===== config.mk =====
export PLATFORM = sky130hd
export DESIGN_NAME = irq_select
export DESIGN_NICKNAME = d
export VERILOG_FILES = /design/src/rtl/irq_select_pkg.sv /design/src/rtl/irq_select_pend_reg.sv /design/src/rtl/irq_select_claim_reg.sv /design/src/rtl/irq_select_gate.sv /design/src/rtl/irq_select_pick.sv /design/src/rtl/irq_select.sv
export SDC_FILE = /design/constraint.sdc
export NUM_CORES = 1
export LEC_CHECK = 0
export ABC_CLOCK_PERIOD_IN_PS = 4400
export CAP_MARGIN = 10
export CORE_AREA = 2 2 105 107
export CTS_BUF_LIST = sky130_fd_sc_hd__clkbuf_2
export CTS_CLUSTER_SIZE = 8
export DETAILED_ROUTE_END_ITERATION = 8
export DIE_AREA = 0 0 107 109
export PLACE_DENSITY_LB_ADDON = 0.08
export SYNTH_ARGS = -nofsm -noshare
export SYNTH_HDL_FRONTEND = slang
export SYNTH_SLANG_ARGS = --single-unit
export TNS_END_PERCENT = 30

===== constraint.sdc =====
create_clock -name clk -period 4.4 [get_ports clk]
set_clock_uncertainty 0.05 [all_clocks]
set_input_delay 0.88 -clock clk [delete_from_list [all_inputs] [get_ports clk]]
set_output_delay 0.88 -clock clk [all_outputs]
set_load 0.01 [all_outputs]

===== src/rtl/irq_select_pkg.sv =====
package irq_select_pkg;

    typedef enum logic [1:0] {
        PRIV_USER  = 2'd0,
        PRIV_SUPER = 2'd1,
        PRIV_SPARE = 2'd2,
        PRIV_MACH  = 2'd3
    } priv_e;

    // The spare encoding behaves as the least privileged level.
    function automatic priv_e fold_priv(input logic [1:0] raw);
        priv_e p;
        p = priv_e'(raw);
        if (p == PRIV_SPARE) p = PRIV_USER;
        return p;
    endfunction

endpackage


===== src/rtl/irq_select_pend_reg.sv =====
module irq_select_pend_reg #(
    parameter int NUM_IRQ = 32
) (
    input  logic               clk,
    input  logic               rst_n,
    input  logic               wr_en,
    input  logic [NUM_IRQ-1:0] wr_mask,
    input  logic [NUM_IRQ-1:0] wr_value,
    output logic [NUM_IRQ-1:0] word_q
);

    typedef struct packed {
        logic [NUM_IRQ-1:0] word;
    } pend_state_t;

    pend_state_t st_d, st_q;

    always_comb begin
        st_d = st_q;
        if (wr_en) begin
            st_d.word = (st_q.word & ~wr_mask) | (wr_value & wr_mask);
        end
    end

    always_ff @(posedge clk or negedge rst_n) begin
        if (!rst_n) st_q <= '0;
        else        st_q <= st_d;
    end

    assign word_q = st_q.word;

endmodule


===== src/rtl/irq_select_claim_reg.sv =====
module irq_select_claim_reg #(
    parameter int NUM_IRQ = 32
) (
    input  logic               clk,
    input  logic               rst_n,
    input  logic               req,
    input  logic [NUM_IRQ-1:0] req_bits,
    output logic               grant,
    output logic [NUM_IRQ-1:0] word_q
);

    typedef struct packed {
        logic [NUM_IRQ-1:0] word;
    } claim_state_t;

    claim_state_t st_d, st_q;
    logic         overlap;

    always_comb begin
        st_d    = st_q;
        overlap = |(st_q.word & req_bits);
        grant   = req && !overlap;
        if (grant) begin
            st_d.word = st_q.word | req_bits;
        end
    end

    always_ff @(posedge clk or negedge rst_n) begin
        if (!rst_n) st_q <= '0;
        else        st_q <= st_d;
    end

    assign word_q = st_q.word;

endmodule


===== src/rtl/irq_select_gate.sv =====
module irq_select_gate
    import irq_select_pkg::*;
#(
    parameter int NUM_IRQ = 32
) (
    input  logic [NUM_IRQ-1:0] pend,
    input  logic [NUM_IRQ-1:0] enable,
    input  logic [NUM_IRQ-1:0] deleg,
    input  logic [1:0]         priv_raw,
    input  logic               m_gie,
    input  logic               s_gie,
    output logic [NUM_IRQ-1:0] allowed
);

    priv_e              priv;
    logic               mach_ok;
    logic               super_ok;
    logic [NUM_IRQ-1:0] cand;

    always_comb begin
        priv     = fold_priv(priv_raw);
        mach_ok  = (priv != PRIV_MACH) || m_gie;
        super_ok = (priv == PRIV_USER) || ((priv == PRIV_SUPER) && s_gie);
        cand     = pend & enable;
        allowed  = (cand & ~deleg & {NUM_IRQ{mach_ok}})
                 | (cand &  deleg & {NUM_IRQ{super_ok}});
    end

endmodule


===== src/rtl/irq_select_pick.sv =====
module irq_select_pick #(
    parameter int NUM_IRQ = 32,
    localparam int CAUSE_W = (NUM_IRQ > 1) ? $clog2(NUM_IRQ) : 1
) (
    input  logic [NUM_IRQ-1:0] req,
    output logic               found,
    output logic [CAUSE_W-1:0] idx
);

    // Scan from the top down so the last hit written is the lowest index.
    always_comb begin
        found = 1'b0;
        idx   = '0;
        for (int i = NUM_IRQ - 1; i >= 0; i--) begin
            if (req[i]) begin
                found = 1'b1;
                idx   = CAUSE_W'(i);
            end
        end
    end

endmodule


===== src/rtl/irq_select.sv =====
module irq_select #(
    parameter int NUM_IRQ = 32,
    localparam int CAUSE_W = (NUM_IRQ > 1) ? $clog2(NUM_IRQ) : 1
) (
    input  logic               clk,
    input  logic               rst_n,
    input  logic [NUM_IRQ-1:0] irq_enable,
    input  logic [NUM_IRQ-1:0] irq_deleg,
    input  logic [1:0]         cur_priv,
    input  logic               m_gie,
    input  logic               s_gie,
    input  logic               upd_valid,
    input  logic [NUM_IRQ-1:0] upd_mask,
    input  logic [NUM_IRQ-1:0] upd_value,
    output logic [NUM_IRQ-1:0] upd_old,
    input  logic               clm_valid,
    input  logic [NUM_IRQ-1:0] clm_bits,
    output logic               clm_ok,
    output logic [NUM_IRQ-1:0] pend_word,
    output logic [NUM_IRQ-1:0] claim_word,
    output logic               take_irq,
    output logic [CAUSE_W-1:0] irq_cause
);

    logic [NUM_IRQ-1:0] pend_q;
    logic [NUM_IRQ-1:0] allowed;

    irq_select_pend_reg #(.NUM_IRQ(NUM_IRQ)) u_pend (
        .clk      (clk),
        .rst_n    (rst_n),
        .wr_en    (upd_valid),
        .wr_mask  (upd_mask),
        .wr_value (upd_value),
        .word_q   (pend_q)
    );

    irq_select_claim_reg #(.NUM_IRQ(NUM_IRQ)) u_claim (
        .clk      (clk),
        .rst_n    (rst_n),
        .req      (clm_valid),
        .req_bits (clm_bits),
        .grant    (clm_ok),
        .word_q   (claim_word)
    );

    irq_select_gate #(.NUM_IRQ(NUM_IRQ)) u_gate (
        .pend     (pend_q),
        .enable   (irq_enable),
        .deleg    (irq_deleg),
        .priv_raw (cur_priv),
        .m_gie    (m_gie),
        .s_gie    (s_gie),
        .allowed  (allowed)
    );

    irq_select_pick #(.NUM_IRQ(NUM_IRQ)) u_pick (
        .req   (allowed),
        .found (take_irq),
        .idx   (irq_cause)
    );

    assign upd_old   = pend_q;
    assign pend_word = pend_q;

endmodule


==> out/metrics.csv <==
metric;value;unit
Worst Hold Class;input pin to async pin;
Post-CTS Hold Buffers;0;
gpl congestion;0.876;
DP Wirelength;12100;microns
CTS tree;done;
first-pass GRT wire length;23000;microns
root buf cell;clkbuf_2;
f_max;235;MHz
share of the synthesized area in the top cell type;39.2;%
initial antenna violation count;0;
clock slew at reported path FFs;0.22;ns
Leakage;3.05;nW
worst-margin pin slew;0.484;ns
final hold vios;0;
Remaining DRCs;0;
fin crit period;4.25;ns
list of most frequent post-synthesis cells;nand2_1 (72), dfrtp_1 (64), a21o_1 (32), buf_4 (32), mux2_2 (32);
initial core utilization;38.6;%
Synth Flop Type;dfrtp_1;
1st-iter DRT viols;174;
post-route ant nets;0;
Pre-Repair DR Iteration Count;4;
gr usage total;25.5;%
Hold Slack;0.215;ns
sequential area share after synthesis;39.2;%
die height;109;microns
critical path peak fanout;14;
vias in the first global route;4492;
H-tree levels;3;
CP cell instances;clkdlybuf4s50_1 -> nand2b_4 -> buf_12 -> a31oi_1 -> o32ai_1 -> a22oi_1 -> o21ai_0 -> a31oi_1 -> o21a_1 -> clkdlybuf4s50_1;
drt via density;5.36;
DRT Wirelength;15000;microns
unrepaired setup endpoints after global routing;no;
CP Depth;10;
Via Count;4530;
Buffers on Ports;270;
CP peak stage delay;0.54;ns
antenna diode count;0;
largest net degree at the start of global routing;48;
CTS Sinks;64;
final number of setup-violating endpoints;0;
synthesis warning total;0;
Netlist Area Pre-Place;0.00409;sq mm
Mapped Avg Cell Area;9.19;sq um
Post-layout nets;868;
nature of the critical path startpoint;input pin;
top cells by area, synth;dfrtp_1 (39%), mux2_2 (8.8%), nand2_1 (6.6%);
max_cap viols;0;
area leader, netlist;dfrtp_1;
Slowest cell on crit path;clkdlybuf4s50_1;
Final Max Slew Viols;0;
WS Path Type;input pin to output pin;
# IOs;271;
Pwr per Cell Area;329;mW/mm^2
area added between synthesis and finish;71.6;%
run status;completed;
Die ar.;0.0117;sq mm
total grt overflow;0;
Die X;107;microns
slew margin rel.;67.7;%
wire per inst;17.8;microns
Max VDD drop;263;uV
Clock Latency Late Sink;0.53;ns
R2R depth;6;
post-synthesis cell count;445;
CTS buffer count;9;
most frequent cell after synthesis;nand2_1;
Largest delay share family, worst path;buffers and inverters;
Req. time, crit path;3.47;ns
share of layout cells above drive strength 1;12.3;%
CTS max path bufs;2;
flops & latches, synth;64;
CP arrival;3.32;ns
Buf+Inv Stages, Crit Path;3;
Final Cycle Share;96.5;%
Worst setup EP type;output pin;
Async SR Flop Fraction;100;%
core area;0.0106;sq mm
Unique masters post-synth;51;
row cnt;38;
Setup TNS;0;ns
synthesized net count;613;
Post-synth EDFFs;0;
power breakdown:
group,switching [W],internal (W)
Combinational,0.000395,0.000609
Sequential,0.000113,0.000700
Clock,0.000248,0.000246
Total,0.000756,0.00156
layout make-up:
type | count | area (sq um)
Sequential cell | 64 | 1600
Timing Repair Buffer | 293 | 2900
Tap cell | 140 | 175
Inverter | 6 | 22.5
Multi-Input combinational cell | 326 | 2150
Clock inverter | 7 | 120
Fill cell | 889 | 3590
Clock buffer | 9 | 45.0
metal layers:
metal | global-route usage, % | up-vias | share of wire (%) | wire length, microns
met5 | 0 | - | 0 | 0
met4 | 7.88 | 0 | 2.0 | 297
met3 | 9.68 | 25 | 9.9 | 1490
met2 | 44.6 | 197 | 51 | 7620
met1 | 28.8 | 2164 | 37 | 5640
li1 | - | 2144 | - | -
what timing repair did:
action | CTS | global route
setup endpoints to repair | 2 | 5
gates resized for setup | 3 | 9
pin swaps | 1 | 1
setup buffers | 2 | 1
path summary, 6_finish.rpt:
path                                                start                        endpoint  slack (ns)
max                                                 s_gie                    irq_cause[0]        0.15
min                                                 rst_n                       async pin        0.21
max reg2reg                u_claim.word_q[28]$_DFFE_PN0P_  u_claim.word_q[14]$_DFFE_PN0P_        2.42
min reg2reg                 u_claim.word_q[3]$_DFFE_PN0P_   u_claim.word_q[3]$_DFFE_PN0P_        0.46
max in group asynchronous                           rst_n                       async pin        3.44
min in group clk            u_claim.word_q[3]$_DFFE_PN0P_   u_claim.word_q[3]$_DFFE_PN0P_        0.46
worst register-to-register path, cell delays in order (launching register included):
cell      delay (ns)
dfrtp_1         0.44
a22o_1          0.24
a221oi_1        0.25
nand4_1         0.18
nor3_2          0.23
buf_4           0.35
a21o_1          0.18
cells in the final DEF, fill, tap and decap left out, types with 3 or more instances in the layout:
cell and instances:
dlymetal6s2s_1 3, a21oi_1 28, a211oi_1 4, mux2_2 32
o21ai_0 8, a21o_1 32, nor2_1 14, o21a_1 3
o22ai_1 10, o31ai_1 3, nand2_1 72, a31oi_1 17
dfrtp_1 64, bufinv_16 3, a22oi_1 8, nand3_1 16
a221oi_1 6, buf_4 21, clkdlybuf4s50_1 265, o211ai_1 3
a22o_1 6, nand2b_1 4, clkinv_4 3, a21oi_2 3
and3_1 8, clkbuf_2 9, o21ai_1 4, o22a_1 6
inv_1 6, nand4_1 3, a2111oi_2 5, and2_1 4
kinds of logic after synthesis:
family | count (synthesis) | share of synthesized area [%]
multiplexers | 32 | 8.81
AND/OR/NAND/NOR | 133 | 14.9
AO/OA/AOI/OAI | 161 | 28.4
buffers and inverters | 55 | 8.78
flip-flops | 64 | 39.2
metrics by stage:
step                      util, %  worst slack [ns]  cells  area (sq um)  total power (W)
after floorplan                 -              1.07    445          4090          0.00126
after detailed placement     64.0           -0.0251    825          6790          0.00183
after global routing         66.2            0.0543    845          7020          0.00245
after global placement       64.0            0.0573    825          6790          0.00181
final                        66.2             0.153    845          7020          0.00231
after CTS                    65.7           0.00230    843          6970          0.00233
No activity file was read; power rests on OpenSTA's default activity.
